$ cat src/rtl/itlb_pkg.sv
package itlb_pkg;
    typedef enum logic [1:0] {
        TGT_NONE  = 2'd0,
        TGT_TAG   = 2'd1,
        TGT_MAP   = 2'd2
    } spr_tgt_e;
endpackage

$ cat src/rtl/itlb_spr_decode.sv
module itlb_spr_decode
    import itlb_pkg::*;
#(
    parameter int SPR_AW = 16,
    parameter int IDX_W = 6,
    parameter logic [SPR_AW-1:0] TAG_BASE = 16'h1200,
    parameter logic [SPR_AW-1:0] MAP_BASE = 16'h1300
) (
    input  logic              sel,
    input  logic [SPR_AW-1:0] addr,
    output spr_tgt_e          tgt,
    output logic [IDX_W-1:0]  idx
);
    localparam int WIN_W = SPR_AW - IDX_W;

    logic [WIN_W-1:0] window;

    assign window = addr[SPR_AW-1:IDX_W];
    assign idx    = addr[IDX_W-1:0];

    always_comb begin
        tgt = TGT_NONE;
        if (sel && window == TAG_BASE[SPR_AW-1:IDX_W]) begin
            tgt = TGT_TAG;
        end else if (sel && window == MAP_BASE[SPR_AW-1:IDX_W]) begin
            tgt = TGT_MAP;
        end
    end
endmodule

$ cat src/rtl/itlb_entry_store.sv
module itlb_entry_store #(
    parameter int ENTRIES = 64,
    parameter int IDX_W = 6,
    parameter int TAG_W = 13,
    parameter int PPN_W = 19
) (
    input  logic             clk,
    input  logic             rst_n,
    input  logic             wr_tag,
    input  logic             wr_map,
    input  logic [IDX_W-1:0] wr_idx,
    input  logic [TAG_W-1:0] wr_tag_val,
    input  logic             wr_vld_val,
    input  logic [PPN_W-1:0] wr_ppn_val,
    input  logic [2:0]       wr_attr_val,
    input  logic [IDX_W-1:0] rd_idx,
    output logic [TAG_W-1:0] rd_tag,
    output logic             rd_vld,
    output logic [PPN_W-1:0] rd_ppn,
    output logic [2:0]       rd_attr,
    input  logic [IDX_W-1:0] lk_idx,
    output logic [TAG_W-1:0] lk_tag,
    output logic             lk_vld,
    output logic [PPN_W-1:0] lk_ppn,
    output logic [2:0]       lk_attr
);
    logic [ENTRIES-1:0] vld_q;
    logic [TAG_W-1:0]   tag_q  [ENTRIES];
    logic [PPN_W-1:0]   ppn_q  [ENTRIES];
    logic [2:0]         attr_q [ENTRIES];

    always_ff @(posedge clk or negedge rst_n) begin
        if (!rst_n) begin
            vld_q <= '0;
        end else if (wr_tag) begin
            vld_q[wr_idx] <= wr_vld_val;
        end
    end

    always_ff @(posedge clk) begin
        if (wr_tag) begin
            tag_q[wr_idx] <= wr_tag_val;
        end
        if (wr_map) begin
            ppn_q[wr_idx]  <= wr_ppn_val;
            attr_q[wr_idx] <= wr_attr_val;
        end
    end

    assign rd_tag  = tag_q[rd_idx];
    assign rd_vld  = vld_q[rd_idx];
    assign rd_ppn  = ppn_q[rd_idx];
    assign rd_attr = attr_q[rd_idx];

    assign lk_tag  = tag_q[lk_idx];
    assign lk_vld  = vld_q[lk_idx];
    assign lk_ppn  = ppn_q[lk_idx];
    assign lk_attr = attr_q[lk_idx];
endmodule

$ cat src/rtl/itlb_lookup.sv
module itlb_lookup #(
    parameter int VPN_W = 19,
    parameter int IDX_W = 6,
    parameter int PPN_W = 19
) (
    input  logic             clk,
    input  logic             rst_n,
    input  logic             en,
    input  logic [VPN_W-1:0] vpn,
    output logic [IDX_W-1:0] idx,
    input  logic [VPN_W-IDX_W-1:0] ent_tag,
    input  logic             ent_vld,
    input  logic [PPN_W-1:0] ent_ppn,
    input  logic [2:0]       ent_attr,
    output logic             hit_q,
    output logic [PPN_W-1:0] ppn_q,
    output logic [2:0]       attr_q
);
    localparam int TAG_W = VPN_W - IDX_W;

    logic match;

    assign idx   = vpn[IDX_W-1:0];
    assign match = ent_vld && (ent_tag == vpn[VPN_W-1 -: TAG_W]);

    always_ff @(posedge clk or negedge rst_n) begin
        if (!rst_n) begin
            hit_q  <= 1'b0;
            ppn_q  <= '0;
            attr_q <= '0;
        end else if (en) begin
            hit_q  <= match;
            ppn_q  <= ent_ppn;
            attr_q <= ent_attr;
        end
    end
endmodule

$ cat src/rtl/itlb_fetch_xlate.sv
module itlb_fetch_xlate
    import itlb_pkg::*;
#(
    parameter int VA_W = 32,
    parameter int PAGE_SH = 13,
    parameter int ENTRIES = 64,
    parameter int SPR_AW = 16,
    parameter logic [SPR_AW-1:0] TAG_BASE = 16'h1200,
    parameter logic [SPR_AW-1:0] MAP_BASE = 16'h1300,
    parameter int UX_BIT = 7,
    parameter int SX_BIT = 6,
    parameter int CI_BIT = 1,
    parameter int VLD_BIT = 0
) (
    input  logic                     clk,
    input  logic                     rst_n,
    input  logic                     lk_en,
    input  logic [VA_W-PAGE_SH-1:0]  lk_vpn,
    output logic                     lk_hit,
    output logic [VA_W-PAGE_SH-1:0]  lk_ppn,
    output logic                     lk_ux,
    output logic                     lk_sx,
    output logic                     lk_ci,
    input  logic                     spr_sel,
    input  logic                     spr_we,
    input  logic [SPR_AW-1:0]        spr_addr,
    input  logic [VA_W-1:0]          spr_wdata,
    output logic [VA_W-1:0]          spr_rdata
);
    localparam int IDX_W = $clog2(ENTRIES);
    localparam int VPN_W = VA_W - PAGE_SH;
    localparam int PPN_W = VPN_W;
    localparam int TAG_W = VPN_W - IDX_W;

    spr_tgt_e         tgt;
    logic [IDX_W-1:0] spr_idx;
    logic [IDX_W-1:0] lk_idx;
    logic [TAG_W-1:0] rd_tag, ent_tag;
    logic             rd_vld, ent_vld;
    logic [PPN_W-1:0] rd_ppn, ent_ppn;
    logic [2:0]       rd_attr, ent_attr, attr_q;
    logic [2:0]       wr_attr;

    itlb_spr_decode #(
        .SPR_AW(SPR_AW), .IDX_W(IDX_W),
        .TAG_BASE(TAG_BASE), .MAP_BASE(MAP_BASE)
    ) u_dec (
        .sel(spr_sel), .addr(spr_addr), .tgt(tgt), .idx(spr_idx)
    );

    assign wr_attr = {spr_wdata[UX_BIT], spr_wdata[SX_BIT], spr_wdata[CI_BIT]};

    itlb_entry_store #(
        .ENTRIES(ENTRIES), .IDX_W(IDX_W), .TAG_W(TAG_W), .PPN_W(PPN_W)
    ) u_store (
        .clk(clk), .rst_n(rst_n),
        .wr_tag(spr_we && tgt == TGT_TAG),
        .wr_map(spr_we && tgt == TGT_MAP),
        .wr_idx(spr_idx),
        .wr_tag_val(spr_wdata[VA_W-1 -: TAG_W]),
        .wr_vld_val(spr_wdata[VLD_BIT]),
        .wr_ppn_val(spr_wdata[VA_W-1 -: PPN_W]),
        .wr_attr_val(wr_attr),
        .rd_idx(spr_idx),
        .rd_tag(rd_tag), .rd_vld(rd_vld), .rd_ppn(rd_ppn), .rd_attr(rd_attr),
        .lk_idx(lk_idx),
        .lk_tag(ent_tag), .lk_vld(ent_vld), .lk_ppn(ent_ppn), .lk_attr(ent_attr)
    );

    itlb_lookup #(
        .VPN_W(VPN_W), .IDX_W(IDX_W), .PPN_W(PPN_W)
    ) u_lookup (
        .clk(clk), .rst_n(rst_n), .en(lk_en), .vpn(lk_vpn), .idx(lk_idx),
        .ent_tag(ent_tag), .ent_vld(ent_vld), .ent_ppn(ent_ppn), .ent_attr(ent_attr),
        .hit_q(lk_hit), .ppn_q(lk_ppn), .attr_q(attr_q)
    );

    assign lk_ux = attr_q[2];
    assign lk_sx = attr_q[1];
    assign lk_ci = attr_q[0];

    always_comb begin
        spr_rdata = '0;
        unique case (tgt)
            TGT_TAG: begin
                spr_rdata[VA_W-1 -: TAG_W] = rd_tag;
                spr_rdata[VLD_BIT]         = rd_vld;
            end
            TGT_MAP: begin
                spr_rdata[VA_W-1 -: PPN_W] = rd_ppn;
                spr_rdata[UX_BIT]          = rd_attr[2];
                spr_rdata[SX_BIT]          = rd_attr[1];
                spr_rdata[CI_BIT]          = rd_attr[0];
            end
            default: spr_rdata = '0;
        endcase
    end
endmodule

$ cat config.mk
export PLATFORM = sky130hd
export DESIGN_NAME = itlb_fetch_xlate
export DESIGN_NICKNAME = d
export VERILOG_FILES = /design/src/rtl/itlb_pkg.sv /design/src/rtl/itlb_spr_decode.sv /design/src/rtl/itlb_entry_store.sv /design/src/rtl/itlb_lookup.sv /design/src/rtl/itlb_fetch_xlate.sv
export SDC_FILE = /design/constraint.sdc
export NUM_CORES = 2
export LEC_CHECK = 0
export ABC_AREA = 0
export BUFFER_PORTS_ARGS = -buffer_cell sky130_fd_sc_hd__buf_4
export CAP_MARGIN = 5
export CORE_MARGIN = 2
export CORE_UTILIZATION = 50
export DETAILED_ROUTE_END_ITERATION = 10
export PLACE_DENSITY = 0.67
export SETUP_SLACK_MARGIN = 0.3
export SLEW_MARGIN = 20
export SYNTH_ARGS = -nofsm -noshare
export SYNTH_HDL_FRONTEND = slang
export SYNTH_SLANG_ARGS = --single-unit
$ cat constraint.sdc
create_clock -name clk -period 3.2 [get_ports clk]
set_clock_uncertainty 0.05 [all_clocks]
set_input_delay 0 -clock clk [delete_from_list [all_inputs] [get_ports clk]]
set_output_delay 0 -clock clk [all_outputs]
set_load 0.01 [all_outputs]
**After elaboration in Yosys (flattened, before gate mapping)**

Memory sizes are Yosys's and may differ from the RTL's. A register that Yosys moved wholly into a read port is not among the register bits.
Index checks and enable logic that the tools add are counted.

- Register bits: 65
- RAM bits: 2,240
- Word-level logic and storage cells: 39
- Memories kept: 3

- $lt $le $gt $ge: 3
- Eq/ne operators: 5
- Mux-type cells: 18
- Reductions and logical operators: 8

Memories:

| name | words | width | read ports | clocked after memory_dff | wr ports | RTL line | RTL |
|---|---|---|---|---|---|---|---|
| u_store.ppn_q | 64 | 19 | 2 | 1 | 1 | itlb_entry_store.sv:29 | `logic [PPN_W-1:0] ppn_q [ENTRIES];` |
| u_store.tag_q | 64 | 13 | 2 | 0 | 1 | itlb_entry_store.sv:28 | `logic [TAG_W-1:0] tag_q [ENTRIES];` |
| u_store.attr_q | 64 | 3 | 2 | 1 | 1 | itlb_entry_store.sv:30 | `logic [2:0] attr_q [ENTRIES];` |

Operator list:

| operator | number |
|---|---|
| $bwmux W64 | 1 |
| $pmux W13 S2 | 1 |
| $eq A10 B7 Y1 const B | 2 |
| $lt A6 B7 Y1 const B | 2 |
| $eq A13 B13 Y1 | 1 |
| $bmux W1 S6 | 2 |
| $mux W1 | 9 |
| $demux W1 S6 | 1 |
| $ge A6 B1 Y1 const B | 1 |
| $logic_and A1 B1 Y1 | 6 |
| $mux W2 | 3 |
| $mux W6 | 1 |
| $eq A2 B1 Y1 const B | 1 |
| $eq A2 B2 Y1 const B | 1 |
| $logic_not A1 Y1 | 2 |

**Longest topological paths before layout**

- Word-level depth: 8
- Depth in mapped cells: 14

**Hierarchy**

Synthesis repeated with hierarchy kept, for this count alone.

- Cells, all modules: 5,441
- Area total of the unflattened synthesis: 107,491.8 um^2

Modules (own cells, without submodules):

| module | instances | cells an instance | area each (um^2) | sequential area each (um^2) |
|---|---|---|---|---|
| itlb_entry_store | 1 | 5,299 | 105,981.6 | 68,866.0 |
| itlb_lookup | 1 | 74 | 1,061.0 | 575.6 |
| itlb_fetch_xlate | 1 | 56 | 360.3 | 0.0 |
| itlb_spr_decode | 1 | 12 | 88.8 | 0.0 |

**Least setup slack after synthesis**

No wires, ideal clock.

- Path type: input to register
- From: input port spr_addr[1]
- To: memory u_store.attr_q[17][0], enable pin
- Library setup time: 0.401 ns
- Data arrival time: 2.580 ns
- Required time: 2.749 ns
- Setup slack: 0.169 ns
- Cell stages on the path: 7
- Buffers on the path: 4
- Path through: nor3b_1 > clkbuf_1 > buf_1 > clkbuf_1 > buf_1 > nand2_1 > nor2_1

RTL lines:

| element | RTL line | RTL |
|---|---|---|
| start, declared | itlb_fetch_xlate.sv:26 | `input logic [SPR_AW-1:0] spr_addr,` |
| end, declared | itlb_entry_store.sv:30 |  |

Straight into the memory's write port.

==> metrics.cfg <==
[layout]
nets=6417
drive_above_1_share=0.3362
areaGrowthSynthToFinish_pct=19.46
fin_util=0.6002
fillers=14570

[floorplan]
die-height_microns=457.4
core_sq_mm=0.2046
ios=127
initial_core_util=0.5024
die_w_microns=457.4
rows=166
die_area_sq_mm=0.2092

[route]
dr_total_vias=70370
drcViolationCount=0
first_iter_violations=13310
wire_per_inst_microns=42.27
firstDrtPassIters=10
totalWireLength_microns=390700
viasPerCell=7.615
antenna_left=0

[synth]
synth.top_cell.area_share=0.6544
synth_edf_count=2240
yosys.area_share.simple=0.02077
yosys_warnings=0
synth_fa_ha_area_frac=0
synthMuxAreaShare=0.1610
synth_area_per_cell_sq_um=17.95
synthFlopType=edfxtp_1
synth_area_leader_cell=edfxtp_1
synthCells=5728
ys_ff_latch=2327
synth.distinct_cells=62
ys_top_cells_by_area=edfxtp_1 65%, mux4_2 14%, a22oi_1 4.9%
synth_compound_area_frac=0.1201
async_flop_share=0.03739
yosysSeqAreaShare=0.6756
netlist_area_sq_mm=0.1028
synth_xor_area_frac=0.0007669
synth_top_family_by_area=multiplexers

[timing]
finalCritPeriodShare=1.025
finalCriticalPeriod_ns=3.279
setup-tns-final_ns=-0.1203
slew_headroom=0.1944
slew_violations=0
rsz0062_at_grt=yes
fmax_ghz=0.3049
setup_viol=2
hold_viol=0
tightestPinTransition_ns=1.203
final.setup.worst_slack_ns=-0.07938

[global_route]
antenna_found_initial=12
track_usage=0.3681
grt_max_degree=129
grt-ovfl-total=0
grt_pass1_vias=68420
grt_pass1_wl_microns=539000

[critical_path]
r2r-start=u_store.tag_q[13][7]
startpoint=u_store.tag_q[61][1]
worst_r2r_endpoint=u_lookup.hit_q
crit_type=flip-flop to output port
cp-endpoint=spr_rdata[20]
end_kind=output port
r2r_slack_ns=0.38
start_kind=flip-flop
required_ns=3.15
path_max_fanout=2
reg2reg_depth=10
worstPathArrival_ns=3.23

[placed_design]
dpl.hpwl_microns=245700
globalplace.congestion=0.9661
portBuffers=108

[clock_network]
htreeDepth=4
cts_tree=done
clock_latency_ns=0.91
cts_buffers=230
clock_tree.root_cell=clkbuf_16
cts_num_sinks=2327
clk_path_buf_depth=3
path_clk_slew_ns=0.06

[power_and_ir_drop]
power.density_mw_per_mm2=544.3
power_leakage_uw=0.03911
ir_drop_mv=0.6473
power.total_uw=66830

[outcome]
violations=negative setup slack
status=complete, but fails checks

[worst_hold_path]
hp-class=primary input to flip-flop

[job]
maxCapViolations=0

-- worst min path at each step --
stage	start	to	slack, ns	cells after the start
after floorplan	rst_n	u_lookup.attr_q[0]	-0.35	0
after global placement	rst_n	u_lookup.attr_q[2]	0.12	1
after detailed placement	rst_n	u_lookup.attr_q[0]	0.12	1
after CTS	spr_we	u_store.tag_q[35][11]	0.02	4
after global routing	spr_wdata[26]	u_store.tag_q[12][7]	0.05	2
final	spr_wdata[26]	u_store.tag_q[12][7]	0.08	2
-- kinds of logic (layout without fill, tap and decap cells) --
group / Yosys count / count (layout)
DFF: 2327 / 2327
AOI/OAI and AO/OA: 1622 / 1622
muxes: 828 / 828
buffers and inverters: 512 / 1322
and+or+nand+nor: 429 / 430
xor gates and xnor gates: 9 / 9
other: 1 / 16
-- critical path: stages, from the launching register on --
cell	delay, ns
edfxtp_1	0.39
a22o_1	0.23
a221oi_2	0.18
a31oi_1	0.17
buf_4	0.18
nor4_4	0.58
nand3_2	0.20
a21o_1	0.26
buf_6	0.14
-- cell usage after synthesis, types with 60 or more instances --
| library cell | number |
|---|---|
| clkbuf_1 | 272 |
| a22o_1 | 269 |
| nand2_1 | 69 |
| mux2i_1 | 87 |
| mux2_2 | 90 |
| a221oi_1 | 275 |
| dfrtp_1 | 87 |
| buf_1 | 129 |
| edfxtp_1 | 2240 |
| nor2_1 | 147 |
| a22oi_1 | 667 |
| a31oi_1 | 267 |
| a21oi_1 | 70 |
| mux4_2 | 651 |
| nor4_1 | 60 |
-- layer usage --
layer  GRT usage  share of wire  vias up  routed length [microns]
met5    0.002526        0.00024        -                       93
met4      0.2275          0.076        6                    29510
met3     0.09048           0.13     1256                    51300
met2      0.5652           0.46     6665                   178400
met1      0.4745           0.34    35980                   131300
li1            -              -    26460                        -
-- power by group --
group	switching, uW	leakage (uW)	total (uW)	internal [uW]
Sequential	104	0.0213	33500	33400
Combinational	3250	0.0140	5370	2120
Clock	12000	0.00377	27900	15900
Total	15400	0.0391	66800	51500
-- area by class of cell --
type,count,area (sq um),share of cell area
flip-flops and latches,2327,69440,0.5655
multi-input cells,2898,33200,0.2703
repair buffers,883,9016,0.07343
clock buffers,299,6248,0.05089
well taps,2688,3363,0.02739
clock inverters,135,1488,0.01212
inverters,5,18.77,0.0001528
diodes,7,17.52,0.0001427
-- sequential cells by signal, summed over array words and instances (netlist names) --
register	cells
u_store.ppn_q	1216
u_store.tag_q	832
u_store.attr_q	192
u_store.vld_q	64
u_lookup.ppn_q	19
u_lookup.attr_q	3
u_lookup.hit_q	1
-- timing repair --
| action | CTS | global route |
|---|---|---|
| hold buffers | 54 | 0 |
| gates resized for setup | 166 | 98 |
| setup endpoints to repair | 23 | 23 |
| pin swaps | 89 | 79 |
| cloned | 1 | 0 |
| endpoints found under the hold margin | 2371 | 0 |
| setup buffers | 20 | 14 |
-- stage by stage --
step | setup slack (ns) | area, sq um | hold slack, ns | std cells
floorplan | 0.1689 | 102900 | -0.3456 | 5736
global placement | -0.5553 | 112600 | 0.1202 | 8712
detailed placement | -0.1427 | 112600 | 0.1229 | 8712
CTS | -0.1376 | 122000 | 0.01962 | 9221
global route | -0.1230 | 122800 | 0.05146 | 9237
finish | -0.07938 | 122800 | 0.07592 | 9242
-- cell usage in the layout, fill, tap and decap left out, types with 27 or more instances in the layout --
master / netlist / routed
a221oi_2: 0 / 78
dlygate4sd3_1: 0 / 53
a22o_1: 269 / 269
buf_12: 0 / 169
a31oi_2: 0 / 35
clkinv_2: 0 / 48
a31oi_1: 267 / 225
clkbuf_16: 0 / 233
buf_4: 33 / 632
nor2_1: 147 / 80
nor2_4: 0 / 67
clkbuf_1: 272 / 49
nand4_1: 36 / 36
a21oi_1: 70 / 61
a221oi_1: 275 / 196
bufinv_16: 0 / 27
mux4_2: 651 / 651
mux2_2: 90 / 90
dfrtp_1: 87 / 87
mux2i_1: 87 / 86
a22oi_1: 667 / 666
edfxtp_1: 2240 / 2240
nand2_1: 69 / 68
clkinv_1: 1 / 37
No activity file was read; power rests on OpenSTA's default activity.
